--- config.mk ---
export PLATFORM = sky130hd
export DESIGN_NAME = cyc_event_sched
export DESIGN_NICKNAME = d
export VERILOG_FILES = /design/src/rtl/cyc_sched_pkg.sv /design/src/rtl/cyc_slot_calc.sv /design/src/rtl/cyc_free_pick.sv /design/src/rtl/cyc_event_ram.sv /design/src/rtl/cyc_event_sched.sv
export SDC_FILE = /design/constraint.sdc
export NUM_CORES = 1
export LEC_CHECK = 0
export BUFFER_PORTS_ARGS = -buffer_cell sky130_fd_sc_hd__buf_2
export CAP_MARGIN = 20
export CORE_MARGIN = 3
export CORE_UTILIZATION = 29
export DETAILED_ROUTE_END_ITERATION = 7
export PLACE_DENSITY_LB_ADDON = 0.2
export SLEW_MARGIN = 20
export SYNTH_ARGS = -nofsm -noshare
export SYNTH_HDL_FRONTEND = slang
export SYNTH_SLANG_ARGS = --single-unit
--- constraint.sdc ---
create_clock -name clk -period 11 [get_ports clk]
set_clock_uncertainty 0.1 [all_clocks]
set_input_delay 0.55 -clock clk [delete_from_list [all_inputs] [get_ports clk]]
set_output_delay 0.55 -clock clk [all_outputs]
set_load 0.005 [all_outputs]
--- src/rtl/cyc_sched_pkg.sv ---
package cyc_sched_pkg;
  // outcome of one placement attempt
  typedef enum logic [1:0] {
    PLACE_NONE  = 2'd0,
    PLACE_OK    = 2'd1,
    PLACE_FULL  = 2'd2,
    PLACE_RANGE = 2'd3
  } place_e;
endpackage

--- src/rtl/cyc_slot_calc.sv ---
// Target-row window test: new absolute row relative to a reference row.
module cyc_slot_calc #(
  parameter int ROWS   = 16,
  parameter int ROW_W  = 4,
  parameter int ROWA_W = 14
) (
  input  logic [ROWA_W-1:0] new_row_abs,
  input  logic [ROWA_W-1:0] ref_row_abs,
  input  logic              run_mode,
  output logic              in_window,
  output logic [ROW_W-1:0]  tgt_row
);
  logic [ROWA_W-1:0] delta;
  logic [ROWA_W-1:0] lo;

  always_comb begin
    delta     = new_row_abs - ref_row_abs;
    lo        = run_mode ? ROWA_W'(2) : '0;
    in_window = (delta >= lo) && (delta <= ROWA_W'(ROWS - 1));
    tgt_row   = new_row_abs[ROW_W-1:0];
  end
endmodule

--- src/rtl/cyc_free_pick.sv ---
// Lowest free slack entry of a row.
module cyc_free_pick #(
  parameter int SLACK = 2,
  parameter int SLK_W = 1
) (
  input  logic [SLACK-1:0] occ,
  output logic             found,
  output logic [SLK_W-1:0] sel
);
  always_comb begin
    found = 1'b0;
    sel   = '0;
    for (int k = SLACK - 1; k >= 0; k--) begin
      if (!occ[k]) begin
        found = 1'b1;
        sel   = SLK_W'(k);
      end
    end
  end
endmodule

--- src/rtl/cyc_event_ram.sv ---
// Simple dual-port memory, registered read, suitable for block RAM.
module cyc_event_ram #(
  parameter int DEPTH = 32,
  parameter int AW    = 5,
  parameter int DW    = 34
) (
  input  logic          clk,
  input  logic          we,
  input  logic [AW-1:0] wa,
  input  logic [DW-1:0] wd,
  input  logic [AW-1:0] ra,
  output logic [DW-1:0] rq
);
  logic [DW-1:0] mem [DEPTH];

  always_ff @(posedge clk) begin
    if (we) mem[wa] <= wd;
    rq <= mem[ra];
  end
endmodule

--- src/rtl/cyc_event_sched.sv ---
module cyc_event_sched #(
  parameter int LANES = 4,
  parameter int ROWS  = 16,
  parameter int SLACK = 2,
  parameter int IDX_W = 16,
  parameter int INT_W = 12,
  parameter int WT_W  = 6,
  localparam int LANE_W = $clog2(LANES),
  localparam int ROWA_W = IDX_W - LANE_W
) (
  input  logic              clk,
  input  logic              rst,
  input  logic              ld_valid,
  input  logic [IDX_W-1:0]  ld_index,
  input  logic [INT_W-1:0]  ld_interval,
  input  logic [WT_W-1:0]   ld_weight,
  input  logic [ROWA_W-1:0] base_row,
  input  logic              start,
  output logic              ctr_valid,
  output logic [LANE_W-1:0] ctr_lane,
  output logic [WT_W-1:0]   ctr_weight,
  output logic              ovf_pulse,
  output logic              range_err
);
  import cyc_sched_pkg::*;

  localparam int ROW_W = $clog2(ROWS);
  localparam int SLK_W = (SLACK > 1) ? $clog2(SLACK) : 1;
  localparam int AW    = ROW_W + SLK_W;
  localparam int DEPTH = ROWS << SLK_W;
  localparam int DW    = INT_W + IDX_W + WT_W;

  // head state
  logic              running_q;
  logic [ROWA_W-1:0] hd_row_q;
  logic [SLK_W-1:0]  hd_slk_q;
  logic [AW-1:0]     rd_addr;

  // occupancy
  logic [DEPTH-1:0]  vld_q;

  // stage 1 (entry read last cycle)
  logic              act1_q;
  logic              v1_q;
  logic [ROWA_W-1:0] row1_q;
  logic [DW-1:0]     rd_data;
  logic [INT_W-1:0]  rd_interval;
  logic [IDX_W-1:0]  rd_index;
  logic [WT_W-1:0]   rd_weight;

  // placement path
  logic              ins_req;
  logic [IDX_W-1:0]  ins_idx;
  logic [INT_W-1:0]  ins_interval;
  logic [WT_W-1:0]   ins_weight;
  logic [ROWA_W-1:0] ins_ref;
  logic              in_window;
  logic [ROW_W-1:0]  tgt_row;
  logic [SLACK-1:0]  occ;
  logic              found;
  logic [SLK_W-1:0]  sel;
  logic              we;
  logic [AW-1:0]     wa;
  logic [DW-1:0]     wd;
  place_e            place_res;

  assign rd_addr = {hd_row_q[ROW_W-1:0], hd_slk_q};
  assign {rd_interval, rd_index, rd_weight} = rd_data;

  always_comb begin
    if (running_q) begin
      ins_req      = act1_q & v1_q;
      ins_idx      = rd_index + IDX_W'(rd_interval);
      ins_interval = rd_interval;
      ins_weight   = rd_weight;
      ins_ref      = row1_q;
    end else begin
      ins_req      = ld_valid;
      ins_idx      = ld_index;
      ins_interval = ld_interval;
      ins_weight   = ld_weight;
      ins_ref      = base_row;
    end
  end

  cyc_slot_calc #(.ROWS(ROWS), .ROW_W(ROW_W), .ROWA_W(ROWA_W)) u_slot (
    .new_row_abs (ins_idx[IDX_W-1:LANE_W]),
    .ref_row_abs (ins_ref),
    .run_mode    (running_q),
    .in_window   (in_window),
    .tgt_row     (tgt_row)
  );

  for (genvar k = 0; k < SLACK; k++) begin : g_occ
    assign occ[k] = vld_q[{tgt_row, SLK_W'(k)}];
  end

  cyc_free_pick #(.SLACK(SLACK), .SLK_W(SLK_W)) u_pick (
    .occ   (occ),
    .found (found),
    .sel   (sel)
  );

  always_comb begin
    if (!ins_req)        place_res = PLACE_NONE;
    else if (!in_window) place_res = PLACE_RANGE;
    else if (!found)     place_res = PLACE_FULL;
    else                 place_res = PLACE_OK;
  end

  assign we = (place_res == PLACE_OK);
  assign wa = {tgt_row, sel};
  assign wd = {ins_interval, ins_idx, ins_weight};

  cyc_event_ram #(.DEPTH(DEPTH), .AW(AW), .DW(DW)) u_ram (
    .clk (clk),
    .we  (we),
    .wa  (wa),
    .wd  (wd),
    .ra  (rd_addr),
    .rq  (rd_data)
  );

  // head rotation
  always_ff @(posedge clk) begin
    if (rst) begin
      running_q <= 1'b0;
      hd_row_q  <= '0;
      hd_slk_q  <= '0;
    end else if (!running_q) begin
      if (start) begin
        running_q <= 1'b1;
        hd_row_q  <= base_row;
        hd_slk_q  <= '0;
      end
    end else begin
      hd_slk_q <= hd_slk_q + 1'b1;
      if (hd_slk_q == SLK_W'(SLACK - 1)) hd_row_q <= hd_row_q + 1'b1;
    end
  end

  // occupancy: clear on read, set on placement (never the same row)
  always_ff @(posedge clk) begin
    if (rst) begin
      vld_q <= '0;
    end else begin
      if (running_q) vld_q[rd_addr] <= 1'b0;
      if (we)        vld_q[wa]      <= 1'b1;
    end
  end

  // stage 1 bookkeeping alongside the registered memory read
  always_ff @(posedge clk) begin
    if (rst) begin
      act1_q <= 1'b0;
      v1_q   <= 1'b0;
      row1_q <= '0;
    end else begin
      act1_q <= running_q;
      v1_q   <= running_q & vld_q[rd_addr];
      row1_q <= hd_row_q;
    end
  end

  // registered outputs
  always_ff @(posedge clk) begin
    if (rst) begin
      ctr_valid  <= 1'b0;
      ctr_lane   <= '0;
      ctr_weight <= '0;
      ovf_pulse  <= 1'b0;
      range_err  <= 1'b0;
    end else begin
      ctr_valid <= act1_q & v1_q & running_q;
      if (act1_q & v1_q & running_q) begin
        ctr_lane   <= rd_index[LANE_W-1:0];
        ctr_weight <= rd_weight;
      end
      ovf_pulse <= (place_res == PLACE_FULL);
      range_err <= (place_res == PLACE_RANGE);
    end
  end
endmodule

==> impl_metrics.json, run 1 <==
{
  "grt_max_degree": 103,
  "hp-class": "input pin to flip-flop",
  "criticalPathCategory": "flip-flop to flip-flop",
  "synth_cells": 2473,
  "fin_util_pct": 34.01,
  "crit_required_ns": 11.30,
  "slew_headroom_pct": 26.47,
  "cts_hold_buffers": 1,
  "p_per_area_nw_per_um2": 196.6,
  "die_w_um": 410.5,
  "finalSetupTns_ns": 0,
  "avgSynthCellArea_um2": 19.18,
  "rrSetupSlack_ns": 3.45,
  "ff2ff_path_depth": 24,
  "vias": 25600,
  "ios": 63,
  "post_cts_resized": 0,
  "yosys_register_bits": 1197,
  "syn-num-nets": 2554,
  "power.leakage_nw": 16.64,
  "coreArea_um2": 161500,
  "worstHoldStart": "start",
  "grt_use_met2_pct": 26.34,
  "clk_path_buf_depth": 3,
  "cp-end-kind": "flip-flop",
  "worstPathArrival_ns": 7.85,
  "wire_per_inst_um": 29.80,
  "grt_use_met3_pct": 2.972,
  "min_period_over_period_pct": 68.68,
  "grt_remaining_overflow": 0,
  "numCtsBuffers": 121,
  "fp-row-count": 147,
  "peakVddDrop_v": 0.0001513,
  "cp-startpoint": "u_ram.rq[6]",
  "path_max_fanout": 33,
  "drc": 0,
  "yosysSeqAreaShare_pct": 73.46,
  "synth-main-ff-cell": "edfxtp_1",
  "clk_latency_ns": 0.74,
  "fin_crit_ns": 7.555,
  "nets": 2666,
  "maxCapViolCount": 0,
  "drive_above_1_share_pct": 26.04,
  "synthTopCellsByArea": "edfxtp_1 (69%), mux4_2 (13%), dfxtp_1 (4.6%), a22oi_1 (2.2%), mux2_2 (0.74%)",
  "worst_pin_slew_ns": 1.099,
  "final-max-slew-violation-count": 0,
  "dr.first_iter.drc_count": 2854,
  "dp_hpwl_um": 90170,
  "drtPass1Iterations": 5,
  "routed_wl_um": 144600,
  "cts_root_buf": "clkbuf_16",
  "dieHeight_um": 410.5,
  "max_freq_mhz": 132.4,
  "ys_warn_count": 0,
  "r2r_end": "u_ram.mem[1][29]",
  "hold_path_end": "running_q",
  "finalSetupViolCount": 0,
  "grt_util_met1_pct": 25.36,
  "start_util_pct": 29.38,
  "synth_edf_count": 1088,
  "status": "completed",
  "async_reset_ff_share_pct": 0,
  "h-tree-depth": 3,
  "io_buffers": 62,
  "cts_sinks": 1197,
  "rsz0062_at_grt": "no",
  "cts_tree": "built",
  "ant_nets": 0,
  "start_kind": "flip-flop",
  "grt_antenna_before_repair": 10,
  "grt_pass1_wl_um": 203700,
  "postCtsSetupBuffers": 0,
  "ys_types": 85,
  "hold_depth": 3,
  "synth_top_area_share_pct": 68.86,
  "grt.total_usage_pct": 17.00,
  "dieArea_um2": 168500,
  "hold_viol_final": 0,
  "final_common_cell": "edfxtp_1",
  "grt.busiest_layer": "met2",
  "finalWeightedCongestion": 0.8534,
  "vias_per_cell": 5.273,
  "r2r_start": "u_ram.rq[6]",
  "grt_pass1_vias": 25320,
  "yosysTopAreaCell": "edfxtp_1",
  "area_growth_syn_to_layout_pct": 15.76,
  "layout_common_cells": "edfxtp_1 (1088), mux4_2 (281), a22oi_1 (140)",
  "clk_pin_slew_worst_paths_ns": 0.06,
  "syn-cell-area_um2": 47440
}
-- per-layer routing --
metal / share of wire (%) / wire length (um) / vias up
li1: - / - / 10560
met1: 47 / 67410 / 14010
met2: 46 / 66290 / 883
met3: 6.0 / 8655 / 145
met4: 1.6 / 2263 / 2
met5: 0.0048 / 7 / -
-- cell families after synthesis --
| group | count (synthesis) | synth area share [%] |
|---|---|---|
| flip-flops | 1197 | 73.46 |
| AND/OR/NAND/NOR | 366 | 4.140 |
| AO/OA/AOI/OAI | 372 | 5.512 |
| buffers and inverters | 163 | 1.348 |
| XOR/XNOR | 19 | 0.3507 |
| multiplexers | 327 | 14.39 |
| adder cells (fa/ha/maj) | 29 | 0.7964 |
-- worst max-delay path by stage --
stage / endpoint / depth (start not counted)
6_report: u_ram.mem[1][29] / 24
5_1_grt: u_ram.mem[1][1] / 24
2_1_floorplan: u_ram.mem[0][0] / 19
3_3_place_gp: u_ram.mem[22][33] / 23
4_1_cts: u_ram.mem[1][1] / 24
3_5_place_dp: u_ram.mem[1][7] / 24
-- cell type report --
| class | count | area [um2] |
|---|---|---|
| Clock inverter | 71 | 823.3 |
| Tap cell | 2160 | 2703 |
| Clock buffer | 155 | 3217 |
| Multi-Input combinational cell | 1113 | 12240 |
| Sequential cell | 1197 | 34860 |
| Timing Repair Buffer | 128 | 970.9 |
| Inverter | 24 | 91.34 |
| Antenna cell | 6 | 15.01 |
| Fill cell | 15280 | 106600 |
-- state kept, by name, indices dropped and copies added (netlist names) --
| register | count |
|---|---|
| act1_q | 1 |
| u_ram.mem | 1088 |
| ctr_valid | 1 |
| running_q | 1 |
| v1_q | 1 |
| ctr_lane | 2 |
| hd_row_q | 14 |
| ovf_pulse | 1 |
| hd_slk_q | 1 |
| u_ram.rq | 34 |
| vld_q | 32 |
| row1_q | 14 |
| range_err | 1 |
| ctr_weight | 6 |
-- per-stage QoR --
| step | std cells | total power [mW] | hold WS, ns | setup slack, ns | cell area (um2) |
|---|---|---|---|---|---|
| floorplan | 2473 | 6.102 | 0.3284 | 3.884 | 47440 |
| global route | 4848 | 11.17 | 0.04582 | 2.952 | 54910 |
| global placement | 4614 | 6.647 | 0.3429 | 3.598 | 50680 |
| CTS | 4847 | 10.89 | 0.02650 | 3.409 | 54880 |
| finish | 4854 | 10.80 | 0.07373 | 3.445 | 54920 |
| detailed placement | 4620 | 6.668 | 0.3430 | 3.439 | 50830 |
-- where the power goes --
| part | total (mW) | internal (mW) | switching, mW |
|---|---|---|---|
| logic | 1.34 | 0.392 | 0.949 |
| registers | 5.24 | 5.19 | 0.0487 |
| clock network | 4.22 | 2.46 | 1.76 |
| total | 10.8 | 8.04 | 2.76 |
-- synth_stat cells (3+ instances only) --
cell	count
a211oi_1	11
nand3b_1	11
mux2_2	31
o21ai_1	20
nand2_2	4
a311oi_1	3
a31oi_1	8
nand3_1	27
or2_2	6
xor2_1	11
a221oi_1	3
or4_1	3
dfxtp_1	109
nor4_1	4
and2_1	7
nand2_1	89
o31ai_1	7
nand4_1	49
edfxtp_1	1088
mux4_2	281
nand2b_1	16
mux2i_1	15
o21a_1	6
nand4b_1	6
buf_1	42
inv_2	3
o211ai_1	32
xnor2_1	8
nor2b_1	25
clkbuf_1	84
a211o_1	5
o22ai_1	3
nor2_1	71
and3_1	6
or3_1	6
ha_1	27
a21o_1	8
buf_2	9
a22oi_1	140
o2111ai_1	4
a21oi_1	56
o21ai_0	34
inv_1	19
nor3_1	19
-- critical path: stages, from the launching register on --
cell and delay [ns]:
dfxtp_1 0.35, ha_1 0.23, inv_1 0.07, fa_1 0.40
and2b_1 0.27, o21a_1 0.23, o21a_1 0.13, nor2_1 0.05
o21ai_0 0.29, a21o_1 0.17, a21oi_1 0.07, xnor2_1 0.15
mux2_2 0.54, ha_1 0.54, nor2_1 0.07, mux2_2 0.26
a211oi_1 0.28, o221ai_1 0.18, nor3_1 0.27, o2111ai_1 0.27
nor4_2 0.32, buf_4 0.24, nand3b_1 0.45, nor2_4 0.82
buf_4 0.42
(Power assumes the default switching activity.)
==> run 2, diff against run 1 <==
Settings changed: ABC_AREA set to 1.
Clock period 11 ns to 6.13 ns, I/O delays scaled along.
==> impl_metrics.json, run 2 <==
{
  "status": "completed",
  "final_common_cell": "edfxtp_1",
  "vias": 30020,
  "area_growth_syn_to_layout_pct": 16.42,
  "power.leakage_nw": 17.56,
  "layoutNonFillerInstCount": 5784,
  "clk_latency_ns": 0.76,
  "cts_root_buf": "clkbuf_16",
  "dr.first_iter.drc_count": 3506,
  "peakVddDrop_v": 0.0002556,
  "final-seq-area_um2": 34860,
  "clk_pin_slew_worst_paths_ns": 0.06,
  "finalSetupViolCount": 0,
  "yosys.cell_count.top_type": "edfxtp_1",
  "wire_per_inst_um": 26.91,
  "yosysTopAreaCell": "edfxtp_1",
  "cp-end-kind": "flip-flop",
  "worstHoldStart": "rst",
  "worstPathArrival_ns": 5.60,
  "avgSynthCellArea_um2": 13.61,
  "clk_path_buf_depth": 3,
  "io_buffers": 62,
  "post_cts_resized": 0,
  "drtPass1Iterations": 8,
  "rsz0062_at_grt": "no",
  "fin_util_pct": 34.20,
  "fillCellCount": 15490,
  "yosys-top-cells-count": "edfxtp_1 (1088), nand2_1 (544), nand3_1 (345), a22oi_1 (279), a31oi_1 (259)",
  "worst_pin_slew_ns": 1.214,
  "ios": 63,
  "start_kind": "flip-flop",
  "dp_hpwl_um": 99340,
  "grt_pass1_wl_um": 220600,
  "post_dp_cell_area_um2": 50240,
  "cts_sinks": 1197,
  "power_mw": 19.42,
  "drive_above_1_share_pct": 13.18,
  "grt_pass1_vias": 28790,
  "fin_crit_ns": 5.254,
  "hp-class": "input pin to flip-flop",
  "vias_per_cell": 5.190,
  "largest-register": "u_ram.mem",
  "design_area_um2": 54540,
  "dp_cells": 5527,
  "routed_wl_um": 155600,
  "ys_warn_count": 0,
  "slew_headroom_pct": 18.33,
  "clock_power_share_pct": 39.5,
  "fin_ws_ns": 0.8757,
  "fp-row-count": 146,
  "ys_types": 53,
  "synth_top_area_share_pct": 69.73,
  "syn-cell-area_um2": 46850,
  "maxCapViolCount": 0,
  "numCtsBuffers": 133,
  "die_w_um": 407.9,
  "r2r_start": "u_ram.rq[6]",
  "min_period_over_period_pct": 85.71,
  "synth_cells": 3442,
  "p_sw_mw": 5.164,
  "hold_viol_final": 0,
  "swShare_pct": 26.60,
  "cts_tree": "built",
  "finalSetupTns_ns": 0,
  "coreArea_um2": 159500,
  "criticalPathCategory": "flip-flop to flip-flop",
  "start_util_pct": 29.38,
  "p_int_mw": 14.25,
  "dieArea_um2": 166400,
  "grt_antenna_before_repair": 18,
  "crit_required_ns": 6.47,
  "p_per_area_nw_per_um2": 355.9,
  "layout_common_cells": "edfxtp_1 (1088), nand2_1 (525), nand3_1 (345)",
  "syn-num-nets": 3523,
  "ant_nets": 0,
  "grt_max_degree": 154,
  "grt.total_usage_pct": 18.26,
  "synth_edf_count": 1088,
  "cp-startpoint": "u_ram.rq[6]",
  "path_max_fanout": 34,
  "finalWeightedCongestion": 0.8689,
  "power_frac_comb_pct": 12.2,
  "hold-worst-slack_ns": 0.08029,
  "largest_reg_flops": 1088,
  "reg_top3": "u_ram.mem x1088, u_ram.rq x34, vld_q x32",
  "nets": 3612,
  "h-tree-depth": 4,
  "dieHeight_um": 407.9,
  "place_ws_ns": 0.8649,
  "yosysSeqAreaShare_pct": 74.39,
  "synthTopCellsByArea": "edfxtp_1 (70%), dfxtp_1 (4.7%), a22oi_1 (4.5%), nand2_1 (4.4%), nand3_1 (3.7%)",
  "grt_remaining_overflow": 0,
  "synth-main-ff-cell": "edfxtp_1",
  "multi_input_area_um2": 10660,
  "final-max-slew-violation-count": 0,
  "async_reset_ff_share_pct": 0,
  "yosys_register_bits": 1197,
  "max_freq_mhz": 190.3,
  "drc": 0,
  "pwr-share-seq_pct": 48.3
}
run 2: cells by family after synthesis:
| group | after synthesis | synth area share [%] |
|---|---|---|
| flip-flops | 1197 | 74.39 |
| AND/OR/NAND/NOR | 1089 | 10.54 |
| buffers and inverters | 363 | 3.162 |
| XOR/XNOR | 17 | 0.3338 |
| adder cells (fa/ha/maj) | 29 | 0.8065 |
| AO/OA/AOI/OAI | 747 | 10.76 |
run 2: timing repair:
action                    in CTS  in global routing
hold endpoints to repair      15                  0
hold buffers                  15                  0
buffers inserted               0                  0
run 2: final cells by class:
cell class | instances | area share (%)
repair buffers | 171 | 2.964
flip-flops and latches | 1197 | 63.91
inverters | 146 | 1.041
multi-input cells | 1882 | 19.54
clock inverters | 62 | 0.8212
diodes | 4 | 0.01835
clock buffers | 176 | 6.776
well taps | 2146 | 4.923
run 2: path summary, 6_finish.rpt:
check	slack, ns	depth (start not counted)	end
max	0.88	26	u_ram.mem[19][28]
max reg2reg	0.88	26	u_ram.mem[19][28]
min reg2reg	0.35	2	ctr_weight[3]
min	0.08	3	row1_q[10]
run 2: critical path, stage by stage, from the launching register on:
cell	delay (ns)
dfxtp_1	0.32
ha_1	0.20
inv_1	0.07
fa_1	0.40
inv_1	0.07
nand3_1	0.07
nand2_2	0.14
a31oi_1	0.10
xor2_1	0.21
o21ai_2	0.09
ha_1	0.34
a21oi_1	0.16
o21ai_0	0.13
a21oi_1	0.22
xor2_1	0.18
nand3b_1	0.11
nor2_1	0.10
nand2_1	0.05
nor2_1	0.08
nand3_1	0.08
nor2_1	0.11
nand2_1	0.09
nor2_4	0.08
buf_4	0.39
nand4_1	0.21
inv_2	0.52
buf_12	0.27
run 2: layer usage:
metal | vias up | routed length [um] | track usage, %
met5 | - | 70 | 0
met4 | 10 | 2121 | 3.820
met3 | 158 | 12070 | 4.167
met2 | 1146 | 68290 | 27.10
met1 | 15350 | 73090 | 27.18
li1 | 13350 | - | -
run 2: power groups by stage:
stage	combinational, mW	clock, mW	sequential, mW
final	2.36	7.67	9.38
after global routing	2.54	8.15	9.39
after CTS	2.37	7.85	9.38
after detailed placement	2.35	0	9.55
after global placement	2.36	0	9.55
after floorplan	1.29	0	9.50
